<file path="config.mk">
export PLATFORM = sky130hd
export DESIGN_NAME = fcfg_boot_gate
export DESIGN_NICKNAME = d
export VERILOG_FILES = /design/src/rtl/fcfg_pkg.sv /design/src/rtl/fcfg_fetch_seq.sv /design/src/rtl/fcfg_div_reg.sv /design/src/rtl/fcfg_cmd_gate.sv /design/src/rtl/fcfg_boot_gate.sv
export SDC_FILE = /design/constraint.sdc
export NUM_CORES = 1
export LEC_CHECK = 0
export ABC_AREA = 1
export BUFFER_PORTS_ARGS = -buffer_cell sky130_fd_sc_hd__buf_2
export CAP_MARGIN = 20
export CORE_MARGIN = 8
export CORE_UTILIZATION = 25
export CTS_BUF_LIST = sky130_fd_sc_hd__clkbuf_4 sky130_fd_sc_hd__clkbuf_8 sky130_fd_sc_hd__clkbuf_16
export CTS_CLUSTER_SIZE = 24
export DETAILED_ROUTE_END_ITERATION = 7
export PLACE_DENSITY = 0.51
export SLEW_MARGIN = 20
export SYNTH_ARGS = -nofsm -noshare
export SYNTH_HDL_FRONTEND = slang
export SYNTH_SLANG_ARGS = --single-unit
</file>
<file path="constraint.sdc">
create_clock -name clk -period 5.1 [get_ports clk]
set_clock_uncertainty 0.15 [all_clocks]
set_input_delay 0.51 -clock clk [delete_from_list [all_inputs] [get_ports clk]]
set_output_delay 0.51 -clock clk [all_outputs]
set_load 0.02 [all_outputs]
</file>
<file path="src/rtl/fcfg_pkg.sv">
package fcfg_pkg;

    localparam int NCFG = 4;

    // Fetch walks the read states in order, then one capture-only state.
    typedef enum logic [2:0] {
        FS_RD_CTRL  = 3'd0,
        FS_RD_PROT  = 3'd1,
        FS_RD_NVOPT = 3'd2,
        FS_RD_SEC   = 3'd3,
        FS_TAIL     = 3'd4,
        FS_IDLE     = 3'd5
    } fetch_st_t;

    // Read issued last cycle, whose data is on the bus now.
    typedef struct packed {
        logic       vld;
        logic [1:0] slot;
    } pend_t;

    // Flash clock bus_khz/(div+1) must lie in [lo_khz, hi_khz].
    function automatic logic div_in_range(input int unsigned div,
                                          input int unsigned bus_khz,
                                          input int unsigned lo_khz,
                                          input int unsigned hi_khz);
        return (lo_khz * (div + 1) <= bus_khz) && (bus_khz <= hi_khz * (div + 1));
    endfunction

endpackage

</file>
<file path="src/rtl/fcfg_fetch_seq.sv">
module fcfg_fetch_seq
    import fcfg_pkg::*;
#(
    parameter int            AW   = 8,
    parameter logic [AW-1:0] BASE = '0
) (
    input  logic                  clk,
    input  logic                  rst,
    output logic                  hold,
    output logic                  rd_en,
    output logic [AW-1:0]         rd_addr,
    input  logic [7:0]            rd_data,
    output logic [NCFG-1:0][7:0]  cfg
);

    fetch_st_t st;
    pend_t     pend;
    logic      reading;

    assign reading = (st < FS_TAIL);

    always_ff @(posedge clk) begin
        if (rst) begin
            st   <= FS_RD_CTRL;
            pend <= '0;
        end else begin
            if (st != FS_IDLE) st <= fetch_st_t'(st + 3'd1);
            pend.vld  <= reading;
            pend.slot <= st[1:0];
        end
    end

    for (genvar g = 0; g < NCFG; g++) begin : g_slot
        always_ff @(posedge clk) begin
            if (rst)                              cfg[g] <= '0;
            else if (pend.vld && pend.slot == 2'(g)) cfg[g] <= rd_data;
        end
    end

    assign rd_en   = reading && !rst;
    assign rd_addr = BASE + AW'(st[1:0]);
    assign hold    = (st != FS_IDLE);

    // consecutive reads step the address by one
    assert_addr_order_R2: assert property (@(posedge clk) disable iff (rst)
        (rd_en && $past(rd_en)) |-> rd_addr == $past(rd_addr) + AW'(1));

    // once the stall is released no more reads are issued
    assert_idle_quiet_R1: assert property (@(posedge clk) disable iff (rst)
        !hold |-> !rd_en);

endmodule

</file>
<file path="src/rtl/fcfg_div_reg.sv">
module fcfg_div_reg
    import fcfg_pkg::*;
#(
    parameter int DW      = 8,
    parameter int BUS_KHZ = 8000,
    parameter int LO_KHZ  = 150,
    parameter int HI_KHZ  = 200
) (
    input  logic          clk,
    input  logic          rst,
    input  logic          busy_i,
    input  logic          cpu_wr,
    input  logic [DW-1:0] cpu_data,
    input  logic          dbg_ld,
    input  logic [DW-1:0] dbg_data,
    output logic [DW-1:0] div_q,
    output logic          div_set,
    output logic          div_ok
);

    always_ff @(posedge clk) begin
        if (rst) begin
            div_q   <= '0;
            div_set <= 1'b0;
        end else if (!busy_i && (cpu_wr || dbg_ld)) begin
            div_q   <= cpu_wr ? cpu_data : dbg_data;
            div_set <= 1'b1;
        end
    end

    assign div_ok = div_in_range(32'(div_q), BUS_KHZ, LO_KHZ, HI_KHZ);

    // written flag never drops outside reset
    assert_div_sticky_R9: assert property (@(posedge clk) disable iff (rst)
        div_set |=> div_set);

    // divider frozen while an operation runs
    assert_div_frozen_R8: assert property (@(posedge clk) disable iff (rst)
        busy_i |=> $stable(div_q));

endmodule

</file>
<file path="src/rtl/fcfg_cmd_gate.sv">
module fcfg_cmd_gate (
    input  logic clk,
    input  logic rst,
    input  logic hold_i,
    input  logic div_set_i,
    input  logic div_ok_i,
    input  logic cmd_start,
    input  logic cmd_done,
    output logic cmd_go,
    output logic busy,
    output logic acc_err
);

    logic eligible;
    logic clk_ready;

    assign eligible  = cmd_start && !hold_i && !busy;
    assign clk_ready = div_set_i && div_ok_i;
    assign cmd_go    = eligible && clk_ready;

    always_ff @(posedge clk) begin
        if (rst) begin
            busy    <= 1'b0;
            acc_err <= 1'b0;
        end else begin
            if (cmd_go)        busy <= 1'b1;
            else if (cmd_done) busy <= 1'b0;
            if (eligible && !clk_ready) acc_err <= 1'b1;
        end
    end

    // reset aborts any operation
    assert_abort_R10: assert property (@(posedge clk)
        rst |=> !busy);

    // start without a divider is rejected with an error
    assert_reject_R4: assert property (@(posedge clk) disable iff (rst)
        (cmd_start && !hold_i && !busy && !div_set_i) |=> (acc_err && !busy));

    // accepted start makes the gate busy
    assert_go_busy_R6: assert property (@(posedge clk) disable iff (rst)
        cmd_go |=> busy);

    // error flag sticky until reset
    assert_err_sticky_R9: assert property (@(posedge clk) disable iff (rst)
        acc_err |=> acc_err);

endmodule

</file>
<file path="src/rtl/fcfg_boot_gate.sv">
module fcfg_boot_gate
    import fcfg_pkg::*;
#(
    parameter int            AW       = 8,
    parameter int            DW       = 8,
    parameter logic [AW-1:0] CFG_BASE = 'hF0,
    parameter int            BUS_KHZ  = 8000,
    parameter int            LO_KHZ   = 150,
    parameter int            HI_KHZ   = 200
) (
    input  logic          clk,
    input  logic          rst,
    output logic          cpu_hold,
    output logic          fl_rd_en,
    output logic [AW-1:0] fl_rd_addr,
    input  logic [7:0]    fl_rd_data,
    output logic [7:0]    cfg_ctrl,
    output logic [7:0]    cfg_prot,
    output logic [7:0]    cfg_nvopt,
    output logic [7:0]    cfg_sec,
    input  logic          div_wr,
    input  logic [DW-1:0] div_wdata,
    input  logic          dbg_div_ld,
    input  logic [DW-1:0] dbg_div_data,
    output logic [DW-1:0] div_value,
    output logic          div_set,
    input  logic          cmd_start,
    input  logic          cmd_done,
    output logic          cmd_go,
    output logic          cmd_busy,
    output logic          acc_err
);

    logic [NCFG-1:0][7:0] cfg_w;
    logic                 div_ok_w;

    fcfg_fetch_seq #(.AW(AW), .BASE(CFG_BASE)) fetch_i (
        .clk     (clk),
        .rst     (rst),
        .hold    (cpu_hold),
        .rd_en   (fl_rd_en),
        .rd_addr (fl_rd_addr),
        .rd_data (fl_rd_data),
        .cfg     (cfg_w)
    );

    assign cfg_ctrl  = cfg_w[0];
    assign cfg_prot  = cfg_w[1];
    assign cfg_nvopt = cfg_w[2];
    assign cfg_sec   = cfg_w[3];

    fcfg_div_reg #(.DW(DW), .BUS_KHZ(BUS_KHZ), .LO_KHZ(LO_KHZ), .HI_KHZ(HI_KHZ)) div_i (
        .clk      (clk),
        .rst      (rst),
        .busy_i   (cmd_busy),
        .cpu_wr   (div_wr),
        .cpu_data (div_wdata),
        .dbg_ld   (dbg_div_ld),
        .dbg_data (dbg_div_data),
        .div_q    (div_value),
        .div_set  (div_set),
        .div_ok   (div_ok_w)
    );

    fcfg_cmd_gate gate_i (
        .clk       (clk),
        .rst       (rst),
        .hold_i    (cpu_hold),
        .div_set_i (div_set),
        .div_ok_i  (div_ok_w),
        .cmd_start (cmd_start),
        .cmd_done  (cmd_done),
        .cmd_go    (cmd_go),
        .busy      (cmd_busy),
        .acc_err   (acc_err)
    );

endmodule

</file>
=== Yosys cells after proc, flatten, opt, wreduce, memory -nomap -nowiden ===
Index checks and enable logic that the tools add are counted.

* Flip-flop bits (word level): 49
* Bits of input ports: 30
* Output and inout bits: 54

* Add/sub/neg operators: 3
* $mul: 2
* Order comparisons: 3
* Equal/unequal tests: 4
* Muxes and demuxes: 3
* Reductions and logical operators: 19

{| class="wikitable"
|+ Operators with widths
! kind !! number
|-
| 13-bit by 32-bit less-or-equal comparator with 1-bit output (first input constant) || 1
|-
| 32-bit by 13-bit less-or-equal comparator with 1-bit output (second input constant) || 1
|-
| 5-bit by 32-bit multiplier with 29-bit output (first input constant) || 1
|-
| 7-bit by 32-bit multiplier with 31-bit output (first input constant) || 1
|-
| 1-bit logical AND || 12
|-
| 8-bit by 1-bit adder with 9-bit output (second input constant) || 1
|-
| 8-bit two-way mux || 1
|-
| 5-bit by 3-bit adder with 6-bit output (first input constant) || 1
|-
| 2-bit == test (second input constant) || 2
|-
| 1-bit zero test || 4
|-
| 3-bit by 1-bit adder with 3-bit output (second input constant) || 1
|-
| 3-bit less-than comparator (second input constant) || 1
|-
| 3-bit != test (second input constant) || 1
|-
| 2-bit by 1-bit == test with 1-bit output (second input constant) || 1
|-
| 2-bit zero test || 1
|-
| 1-bit two-way mux || 2
|-
| 2-bit nonzero test || 1
|-
| 1-bit logical OR || 1
|}

=== Logic depth before layout (Yosys ltp) ===
Gate-level depths: netlist (run 1).

* Depth in word-level cells: 7
* Mapped depth: 27

=== Cells and area by module ===
A second synthesis (run 1) with hierarchy kept.

* Cell total of the unflattened synthesis: 692
* Area, all modules: 4672.0 µm²

{| class="wikitable"
|+ By module, submodules not included
! module !! times used !! cells an instance !! area an instance (µm²)
|-
| fcfg_div_reg || 1 || 435 || 2866.5
|-
| fcfg_fetch_seq || 1 || 243 || 1709.1
|-
| fcfg_cmd_gate || 1 || 14 || 96.3
|}

=== Worst setup path before layout (run 1) ===
No wires, ideal clock.

* Path type: register to output
* Start: reg div_i.div_q[0]
* End: out cmd_go
* Arrival time: 4699 ps
* Required time: 4440 ps
* Setup slack: -259 ps
* Cell stages (with the launch flop): 25
* Path through: dfxtp_1 -> buf_2 -> nand3_1 -> nor3_1 -> nand3_1 -> xor2_1 -> inv_1 -> ha_1 -> ha_1 -> fa_1 -> fa_1 -> ha_1 -> nand2_1 -> inv_1 -> nand2_1 -> nand2_1 -> nand2_1 -> nand3_2 -> nand2_1 -> inv_1 -> a21oi_1 -> nand2_1 -> nor2_1 -> nand4_1 -> inv_1

* Cells in the longest elaborated chain, start to end: 6
* Elaborated cells on any way between the ends: 8

{| class="wikitable"
|+ RTL lines
! item !! RTL line !! text
|-
| from (decl) || fcfg_div_reg.sv:16 || <nowiki>output logic [DW-1:0] div_q,</nowiki>
|-
| from (signal assigned) || fcfg_div_reg.sv:26 || <nowiki>div_q <= cpu_wr ? cpu_data : dbg_data;</nowiki>
|-
| 8-bit by 1-bit adder with 9-bit output (*) || fcfg_pkg.sv:26 || <nowiki>return (lo_khz * (div + 1) <= bus_khz) && (bus_khz <= hi_khz * (div + 1));</nowiki>
|-
| 7-bit by 32-bit multiplier with 31-bit output / 5-bit by 32-bit multiplier with 29-bit output (equally long branches) || fcfg_pkg.sv:26 ||
|-
| 32-bit by 13-bit less-or-equal comparator with 1-bit output / 13-bit by 32-bit less-or-equal comparator with 1-bit output (equally long branches) || fcfg_pkg.sv:26 ||
|-
| 1-bit logical AND (*) || fcfg_pkg.sv:26 ||
|-
| 1-bit logical AND (*) || fcfg_cmd_gate.sv:18 || <nowiki>assign clk_ready = div_set_i && div_ok_i;</nowiki>
|-
| 1-bit logical AND (*) || fcfg_cmd_gate.sv:19 || <nowiki>assign cmd_go = eligible && clk_ready;</nowiki>
|-
| to (decl) || fcfg_boot_gate.sv:29 || <nowiki>output logic cmd_go,</nowiki>
|}

Every way passes the cells marked *; elsewhere a longest branch is shown, timed or not.

=== Final worst setup path (run 1) ===
* Start: reg div_i.div_q[1]
* End: out cmd_go

Same word-level chain as after synthesis.

==> impl_table.tex, run 1 <==
\begin{tabular}{lr}
\hline
Metric & Value \\
\hline
\multicolumn{2}{l}{\textbf{Finish}} \\
Number of standard cells in the layout, taps in and fillers out & roughly 1000 \\
Antenna diode instance count & 0 \\
Fin util & roughly a third \\
Number of fill cells & 1927 \\
Net count of the finished layout & about 880 \\
Layout area overhead & 29.6\% \\
Share of post-route cells with drive strength above 1 & between 20\% and 30\% \\
\multicolumn{2}{l}{\textbf{Yosys}} \\
Flop and latch count out of synthesis & about 50 \\
Yosys warnings & 0 \\
Number of distinct library cells after synthesis & 28 \\
Cell type with the highest aggregate area in the netlist & sky130\_fd\_sc\_hd\_\_dfxtp\_1 \\
Sequential share of the synthesized area & 21.8\% \\
Number of enable-type register cells in the synthesized netlist & 0 \\
Most frequent cell after synthesis & sky130\_fd\_sc\_hd\_\_nand2\_1 \\
Gate count after technology mapping & 672 \\
Proportion of netlist area held by the largest area contributor & 21.8\% \\
Ranking of synthesized cells by instance count & 139 x sky130\_fd\_sc\_hd\_\_nand2\_1, 111 x sky130\_fd\_sc\_hd\_\_inv\_1, 100 x sky130\_fd\_sc\_hd\_\_nor2\_1, 73 x sky130\_fd\_sc\_hd\_\_ha\_1, 49 x sky130\_fd\_sc\_hd\_\_dfxtp\_1 \\
FFs w/ async S/R, synth & 0\% \\
Top\_reg\_cell synth & sky130\_fd\_sc\_hd\_\_dfxtp\_1 \\
Avg Cell Area, Syn & 6.70 um2 \\
Netlist area before placement & about 4500 um2 \\
Most area-consuming cells after synthesis & sky130\_fd\_sc\_hd\_\_dfxtp\_1 22\%, sky130\_fd\_sc\_hd\_\_ha\_1 20\%, sky130\_fd\_sc\_hd\_\_nand2\_1 12\% \\
\multicolumn{2}{l}{\textbf{STA}} \\
Minimum hold slack & 309 ps \\
Max Clock Freq & 196 MHz \\
Max-Slew Margin vs Limit & between 40\% and 50\% \\
Number of pins with negative max-slew slack in the final report & 0 \\
Hold Violations, Final & 0 \\
Transition time at the pin with the least slew margin & 868 ps \\
Post-route clock period utilization & between 90\% and 100\% \\
Total negative slack for setup checks & 0 ps \\
Fin crit period & roughly 5000 ps \\
Setup repair after global routing missed its margin & yes \\
Setup violation total in the final timing report & 0 \\
\multicolumn{2}{l}{\textbf{Pwr}} \\
P\_leak & approximately 3.2 nW \\
Worst IR drop on VDD & between 0.0002 and 0.00025 V \\
Total power after layout & 1.71 mW \\
Power per Cell Area & approximately 290 nW/um2 \\
\multicolumn{2}{l}{\textbf{Floorplanning}} \\
Row cnt & $\sim$50 \\
Placeable core region & 17800 um2 \\
Area enclosed by the die boundary & 22600 um2 \\
Die X & between 150 and 200 um \\
Initial Utilization & 25.2\% \\
Die Y & 150 um \\
Boundary Pins & 84 \\
\multicolumn{2}{l}{\textbf{Critical path}} \\
Arrival time reported for the critical path endpoint & between 4000 and 5000 ps \\
Critical-path cell with the highest stage delay & sky130\_fd\_sc\_hd\_\_fa\_1 \\
Required time worst endpoint & 4440 ps \\
Largest fanout on the critical path & 4 \\
Cell seen most often among critical-path stages & sky130\_fd\_sc\_hd\_\_ha\_4 \\
Kind of critical path & flip-flop to primary output \\
Worst setup EP type & primary output \\
Worst Path Buf+Inv & 6 \\
Delay-heaviest family, CP & adder cells \\
Slowest stage delay, CP & 510 ps \\
CP startpoint kind & flip-flop \\
\multicolumn{2}{l}{\textbf{Run status}} \\
Run status & finished clean \\
\multicolumn{2}{l}{\textbf{Global routing}} \\
Overall track demand over capacity in global routing & between 10 and 15\% \\
GR Layer Usage met3 & roughly 1.5\% \\
Grt met2 use & 17.8\% \\
Wire length of the first global-routing pass & around 20 mm \\
GR peak layer & met2 \\
Largest net degree at the start of global routing & 35 \\
Remaining global-route overflow & 0 \\
Met1 usage in global routing & between 10 and 15\% \\
Vias in the first global route & 4129 \\
Initial antenna violation count & 0 \\
\multicolumn{2}{l}{\textbf{CTS}} \\
Maximum level of the CTS H-tree & 2 \\
CTS clk-pin slew, worst paths & about 70 ps \\
Clock sink total & between 40 and 50 \\
Total CTS buffers & 5 \\
CTS root buffer & sky130\_fd\_sc\_hd\_\_clkbuf\_16 \\
TritonCTS clock tree & built \\
CTS max path bufs & 2 \\
Insertion delay of the later-clocked pin in the worst-skew pair & roughly 290 ps \\
\multicolumn{2}{l}{\textbf{Placement}} \\
Half-perimeter wire length after detailed placement & about 9.9 mm \\
Gpl congestion & roughly 0.84 \\
Number of buffers added on ports & 77 \\
Post-placement cell count & 979 \\
\multicolumn{2}{l}{\textbf{Run}} \\
\# Max-Cap Violations & 0 \\
\multicolumn{2}{l}{\textbf{Drt}} \\
Final ANT Viol Nets & 0 \\
Overall routed net length & 12.4 mm \\
Via-to-Cell Ratio & roughly 4.4 \\
Vias after detailed routing & $\sim$4400 \\
Final routed DRC violation total & 0 \\
Number of DRC violations after detailed-routing iteration 0 & 205 \\
WL per Instance & between 10 and 15 um \\
TritonRoute pass-1 iters & 4 \\
\multicolumn{2}{l}{\textbf{Min path}} \\
HP Class & flip-flop to flip-flop \\
\hline
\end{tabular}
-- kinds of logic (layout without fill, tap and decap cells) --
| kind of cell | Yosys count | count (layout) | synth area share (%) |
|---|---|---|---|
| simple gates | 313 | 313 | 29.3 |
| buf+inv | 131 | 221 | 11.7 |
| fa+ha+maj | 86 | 86 | 26.1 |
| compound gates | 82 | 82 | 9.25 |
| flops | 49 | 49 | 21.8 |
| xor+xnor | 9 | 9 | 1.75 |
| other cells | 2 | 6 | 0.167 |
-- layout make-up --
type	count	area (um2)	area share, %
timing repair buffer	100	584	10.0
clock buffer	5	125	2.14
inverter	113	424	7.27
clock inverter	3	21.3	0.365
tap	229	287	4.91
multi-input combinational	496	3400	58.2
sequential	49	996	17.1
-- flip-flops by register name (all words and copies together) (netlist names) --
name and flops:
fetch_i.cfg 32, div_i.div_q 8, fetch_i.pend 3, fetch_i.st 3, div_i.div_set 1, gate_i.acc_err 1, gate_i.busy 1
-- worst register-to-register path, delay by kind of cell, from the launching register on --
kind            cells  cell delay (ps)
compound gates      1              160
xor+xnor            1              180
fa+ha+maj           6             1960
buf+inv             4              230
flops               1              380
simple gates       13             1190
-- report_power, final --
group / switching [mW] / internal [mW]
registers: 0.0239 / 0.409
logic: 0.574 / 0.372
clock network: 0.150 / 0.183
total: 0.749 / 0.963
-- layer usage --
metal / routed length (um) / vias up
met4: 120 / 0
met3: 430 / 8
met5: 0 / -
met2: 5740 / 76
met1: 6130 / 1968
li1: - / 2312
-- per-stage QoR --
stage	setup slack, ps	cell area (um2)
after floorplan	38.3	4530
after CTS	2.90	5490
after detailed placement	57.7	5220
after global placement	109	5220
final	6.08	5830
after global routing	-202	5830
-- cell usage in the layout (no fill, tap or decap), types with 12 or more instances in the layout --
cell,n
sky130_fd_sc_hd__ha_4,12
sky130_fd_sc_hd__nor2_1,94
sky130_fd_sc_hd__inv_1,102
sky130_fd_sc_hd__nand2_1,115
sky130_fd_sc_hd__o21ai_0,37
sky130_fd_sc_hd__buf_2,76
sky130_fd_sc_hd__fa_1,12
sky130_fd_sc_hd__nand3_1,39
sky130_fd_sc_hd__dfxtp_1,45
sky130_fd_sc_hd__a21oi_1,39
sky130_fd_sc_hd__ha_1,58
sky130_fd_sc_hd__nand2_2,25
sky130_fd_sc_hd__buf_4,20
-- what timing repair did --
item	in CTS	in global routing
setup buffers	2	6
cloned	0	0
hold buffers	0	0
resized for setup	28	65
setup endpoints to repair	1	1
pin swaps	12	36
-- path summary, 6_finish.rpt --
| check | from | end | slack, ps | cells after the start |
|---|---|---|---|---|
| hold reg to reg | fetch_i.cfg[26] | fetch_i.cfg[26] | 310 | 2 |
| setup reg to reg | div_i.div_q[1] | gate_i.busy | 810 | 25 |
| hold / removal | fetch_i.cfg[26] | fetch_i.cfg[26] | 310 | 2 |
| setup / recovery | div_i.div_q[1] | cmd_go | 6 | 26 |
Power figures use the tool's default switching activity.
==> inputs of run 2 (changes only) <==
==> constraint.sdc (replaced) <==
create_clock -name clk -period 5.1 [get_ports clk]
set_clock_uncertainty 0.15 [all_clocks]
set_input_delay 0.51 -clock clk [delete_from_list [all_inputs] [get_ports clk]]
set_output_delay 0.51 -clock clk [all_outputs]
set_load 0.1 [all_outputs]
==> impl_table.tex, run 2 (synthesis gave the netlist of run 1 again) <==
\begin{tabular}{lr}
\hline
Metric & Value \\
\hline
\multicolumn{2}{l}{\textbf{Critical path}} \\
Required time worst endpoint & 4440 ps (about the same) \\
Arrival time reported for the critical path endpoint & 4500 ps (+70 ps) \\
CP startpoint kind & flip-flop \\
Largest fanout on the critical path & 4 (unchanged) \\
Worst Path Buf+Inv & 7 (+1) \\
Critical-path cell with the highest stage delay & sky130\_fd\_sc\_hd\_\_fa\_1 \\
Kind of critical path & flip-flop to primary output \\
Worst setup EP type & primary output \\
Delay-heaviest family, CP & adder cells \\
Slowest stage delay, CP & 510 ps (about the same) \\
\multicolumn{2}{l}{\textbf{Pwr}} \\
Design internal power & 0.935 mW (-2.9\%) \\
Portion of total power attributed to the clock network & 18.8\% (-0.7 points) \\
Part of the power in combinational logic & 56.9\% (+1.6 points) \\
Switching share of total power & 47.8\% (+4.0 points) \\
Power per Cell Area & 311 nW/um2 (+6.0\%) \\
Net switching power figure & 0.855 mW (+14\%) \\
P\_leak & 3.15 nW (-0.61\%) \\
Worst IR drop on VDD & 0.000209 V (-13\%) \\
Flop pwr share & 24.3\% (-1.0 points) \\
\multicolumn{2}{l}{\textbf{Floorplanning}} \\
Placeable core region & 17800 um2 (unchanged) \\
Die Y & 150 um (unchanged) \\
Row cnt & 49 (unchanged) \\
Initial Utilization & 25.2\% (unchanged) \\
Area enclosed by the die boundary & 22600 um2 (unchanged) \\
Boundary Pins & 84 (unchanged) \\
Die X & 150 um (unchanged) \\
\multicolumn{2}{l}{\textbf{STA}} \\
Transition time at the pin with the least slew margin & 878 ps (+9.70 ps) \\
Fin worst setup slack & -55.0 ps (-61.1 ps) \\
Setup violation total in the final timing report & 1 (+1) \\
Hold Violations, Final & 0 (unchanged) \\
Post-route clock period utilization & 101\% (+1.2 points) \\
Max-Slew Margin vs Limit & 41.4\% (-0.65 points) \\
Max Clock Freq & 194 MHz (-1.2\%) \\
Number of pins with negative max-slew slack in the final report & 0 (unchanged) \\
Total negative slack for setup checks & -55.0 ps (-55.0 ps) \\
Fin crit period & 5160 ps (+61.1 ps) \\
Setup repair after global routing missed its margin & yes \\
\multicolumn{2}{l}{\textbf{Min path}} \\
HP Class & flip-flop to flip-flop \\
\multicolumn{2}{l}{\textbf{CTS}} \\
CTS root buffer & sky130\_fd\_sc\_hd\_\_clkbuf\_16 \\
TritonCTS clock tree & built \\
CTS clk-pin slew, worst paths & 70 ps (about the same) \\
Maximum level of the CTS H-tree & 2 (unchanged) \\
Total CTS buffers & 5 (unchanged) \\
CTS max path bufs & 2 (unchanged) \\
Clock sink total & 49 (unchanged) \\
Insertion delay of the later-clocked pin in the worst-skew pair & 290 ps (about the same) \\
\multicolumn{2}{l}{\textbf{Finish}} \\
Multi-input gate area & 3280 um2 (-3.4\%) \\
Fin area & 5760 um2 (-1.3\%) \\
Leading cell types in the layout, fill and taps excluded & 131 x sky130\_fd\_sc\_hd\_\_nand2\_1, 102 x sky130\_fd\_sc\_hd\_\_inv\_1, 100 x sky130\_fd\_sc\_hd\_\_nor2\_1 \\
Most flop-heavy register & fetch\_i.cfg \\
Leading registers by flop count & fetch\_i.cfg (32), div\_i.div\_q (8) \\
Area of all sequential standard cells & 1000 um2 (+0.75\%) \\
Most common cell after layout, fill and taps aside & sky130\_fd\_sc\_hd\_\_nand2\_1 \\
Number of standard cells in the layout, taps in and fillers out & 998 (+0.30\%) \\
Fin util & 32.3\% (-0.43 points) \\
Flip-flop count of the largest register, all copies and words added & 32 (unchanged) \\
Net count of the finished layout & 884 (+0.34\%) \\
Share of post-route cells with drive strength above 1 & 22.6\% (-3.2 points) \\
Antenna diode instance count & 0 (unchanged) \\
Layout area overhead & 27.9\% \\
Number of fill cells & 1979 (+2.7\%) \\
\multicolumn{2}{l}{\textbf{Placement}} \\
Pre-CTS WS & 81.7 ps (+24.0 ps) \\
Post-placement cell count & 980 (+0.10\%) \\
Total cell area at the placement stage & 5400 um2 (+3.6\%) \\
Number of buffers added on ports & 77 (unchanged) \\
Gpl congestion & 0.799 (-4.7\%) \\
Half-perimeter wire length after detailed placement & 10.1 mm (+2.0\%) \\
\multicolumn{2}{l}{\textbf{Run status}} \\
Run status & finished with violations \\
Violated checks & negative setup slack \\
\multicolumn{2}{l}{\textbf{Drt}} \\
Final routed DRC violation total & 0 (unchanged) \\
WL per Instance & 12.2 um (-2.2\%) \\
Overall routed net length & 12.2 mm (-1.9\%) \\
Final ANT Viol Nets & 0 (unchanged) \\
Via-to-Cell Ratio & 4.35 (-0.92\%) \\
Number of DRC violations after detailed-routing iteration 0 & 175 (-15\%) \\
TritonRoute pass-1 iters & 5 (+1) \\
Vias after detailed routing & 4337 (-0.62\%) \\
\multicolumn{2}{l}{\textbf{Global routing}} \\
Initial antenna violation count & 0 (unchanged) \\
Largest net degree at the start of global routing & 35 (unchanged) \\
Overall track demand over capacity in global routing & 11.3\% (+0.51 points) \\
Remaining global-route overflow & 0 (unchanged) \\
Vias in the first global route & 4434 (+7.4\%) \\
Wire length of the first global-routing pass & 20.9 mm (+4.8\%) \\
\multicolumn{2}{l}{\textbf{Run}} \\
\# Max-Cap Violations & 0 (unchanged) \\
\hline
\end{tabular}
[run 2: routing by layer]
layer	global-route usage (%)	share of wire (%)	up-vias
li1	-	-	2308
met5	0	0	-
met2	19.1	45	83
met4	2.55	0.89	0
met1	14.5	49	1937
met3	2.22	4.3	9
[run 2: power by group through the flow]
| stage | Sequential (mW) | Combinational, mW | Clock [mW] |
|---|---|---|---|
| final | 0.435 | 1.02 | 0.337 |
| after detailed placement | 0.443 | 0.949 | 0 |
| after global placement | 0.443 | 0.958 | 0 |
| after global routing | 0.440 | 1.15 | 0.363 |
| after CTS | 0.435 | 1.01 | 0.344 |
| after floorplan | 0.587 | 0.596 | 0 |
[run 2: final timing paths]
kind / startpoint / end / slack [ps] / cells past startpoint
max: div_i.div_q[0] / cmd_go / -60 / 27
min reg2reg: gate_i.acc_err / gate_i.acc_err / 300 / 2
max reg2reg: div_i.div_q[0] / gate_i.busy / 850 / 26
min: gate_i.acc_err / gate_i.acc_err / 300 / 2
[run 2: layout make-up]
class,count,area share [%]
Clock buffer,6,2.30
Clock inverter,2,0.239
Inverter,113,7.50
Multi-Input combinational cell,496,57.0
Sequential cell,49,17.4
Tap cell,229,4.98
Timing Repair Buffer,103,10.6
[run 2: worst min-delay path, stage by stage, from the launching register on]
cell                      delay (ps)
sky130_fd_sc_hd__dfxtp_1         310
sky130_fd_sc_hd__inv_1            50
sky130_fd_sc_hd__a21oi_1          50
[run 2: per-stage QoR]
step	hold slack, ps	power (mW)
5_1_grt	326	1.96
2_1_floorplan	287	1.18
6_report	305	1.79
3_5_place_dp	296	1.39
4_1_cts	306	1.79
3_3_place_gp	304	1.40
[run 2: repair_timing]
action                     4_1_cts  5_1_grt
gates resized for setup         24        3
pin swaps                       14        1
setup endpoints to repair        1        1
hold buffers                     0        0
setup buffers                    7        3
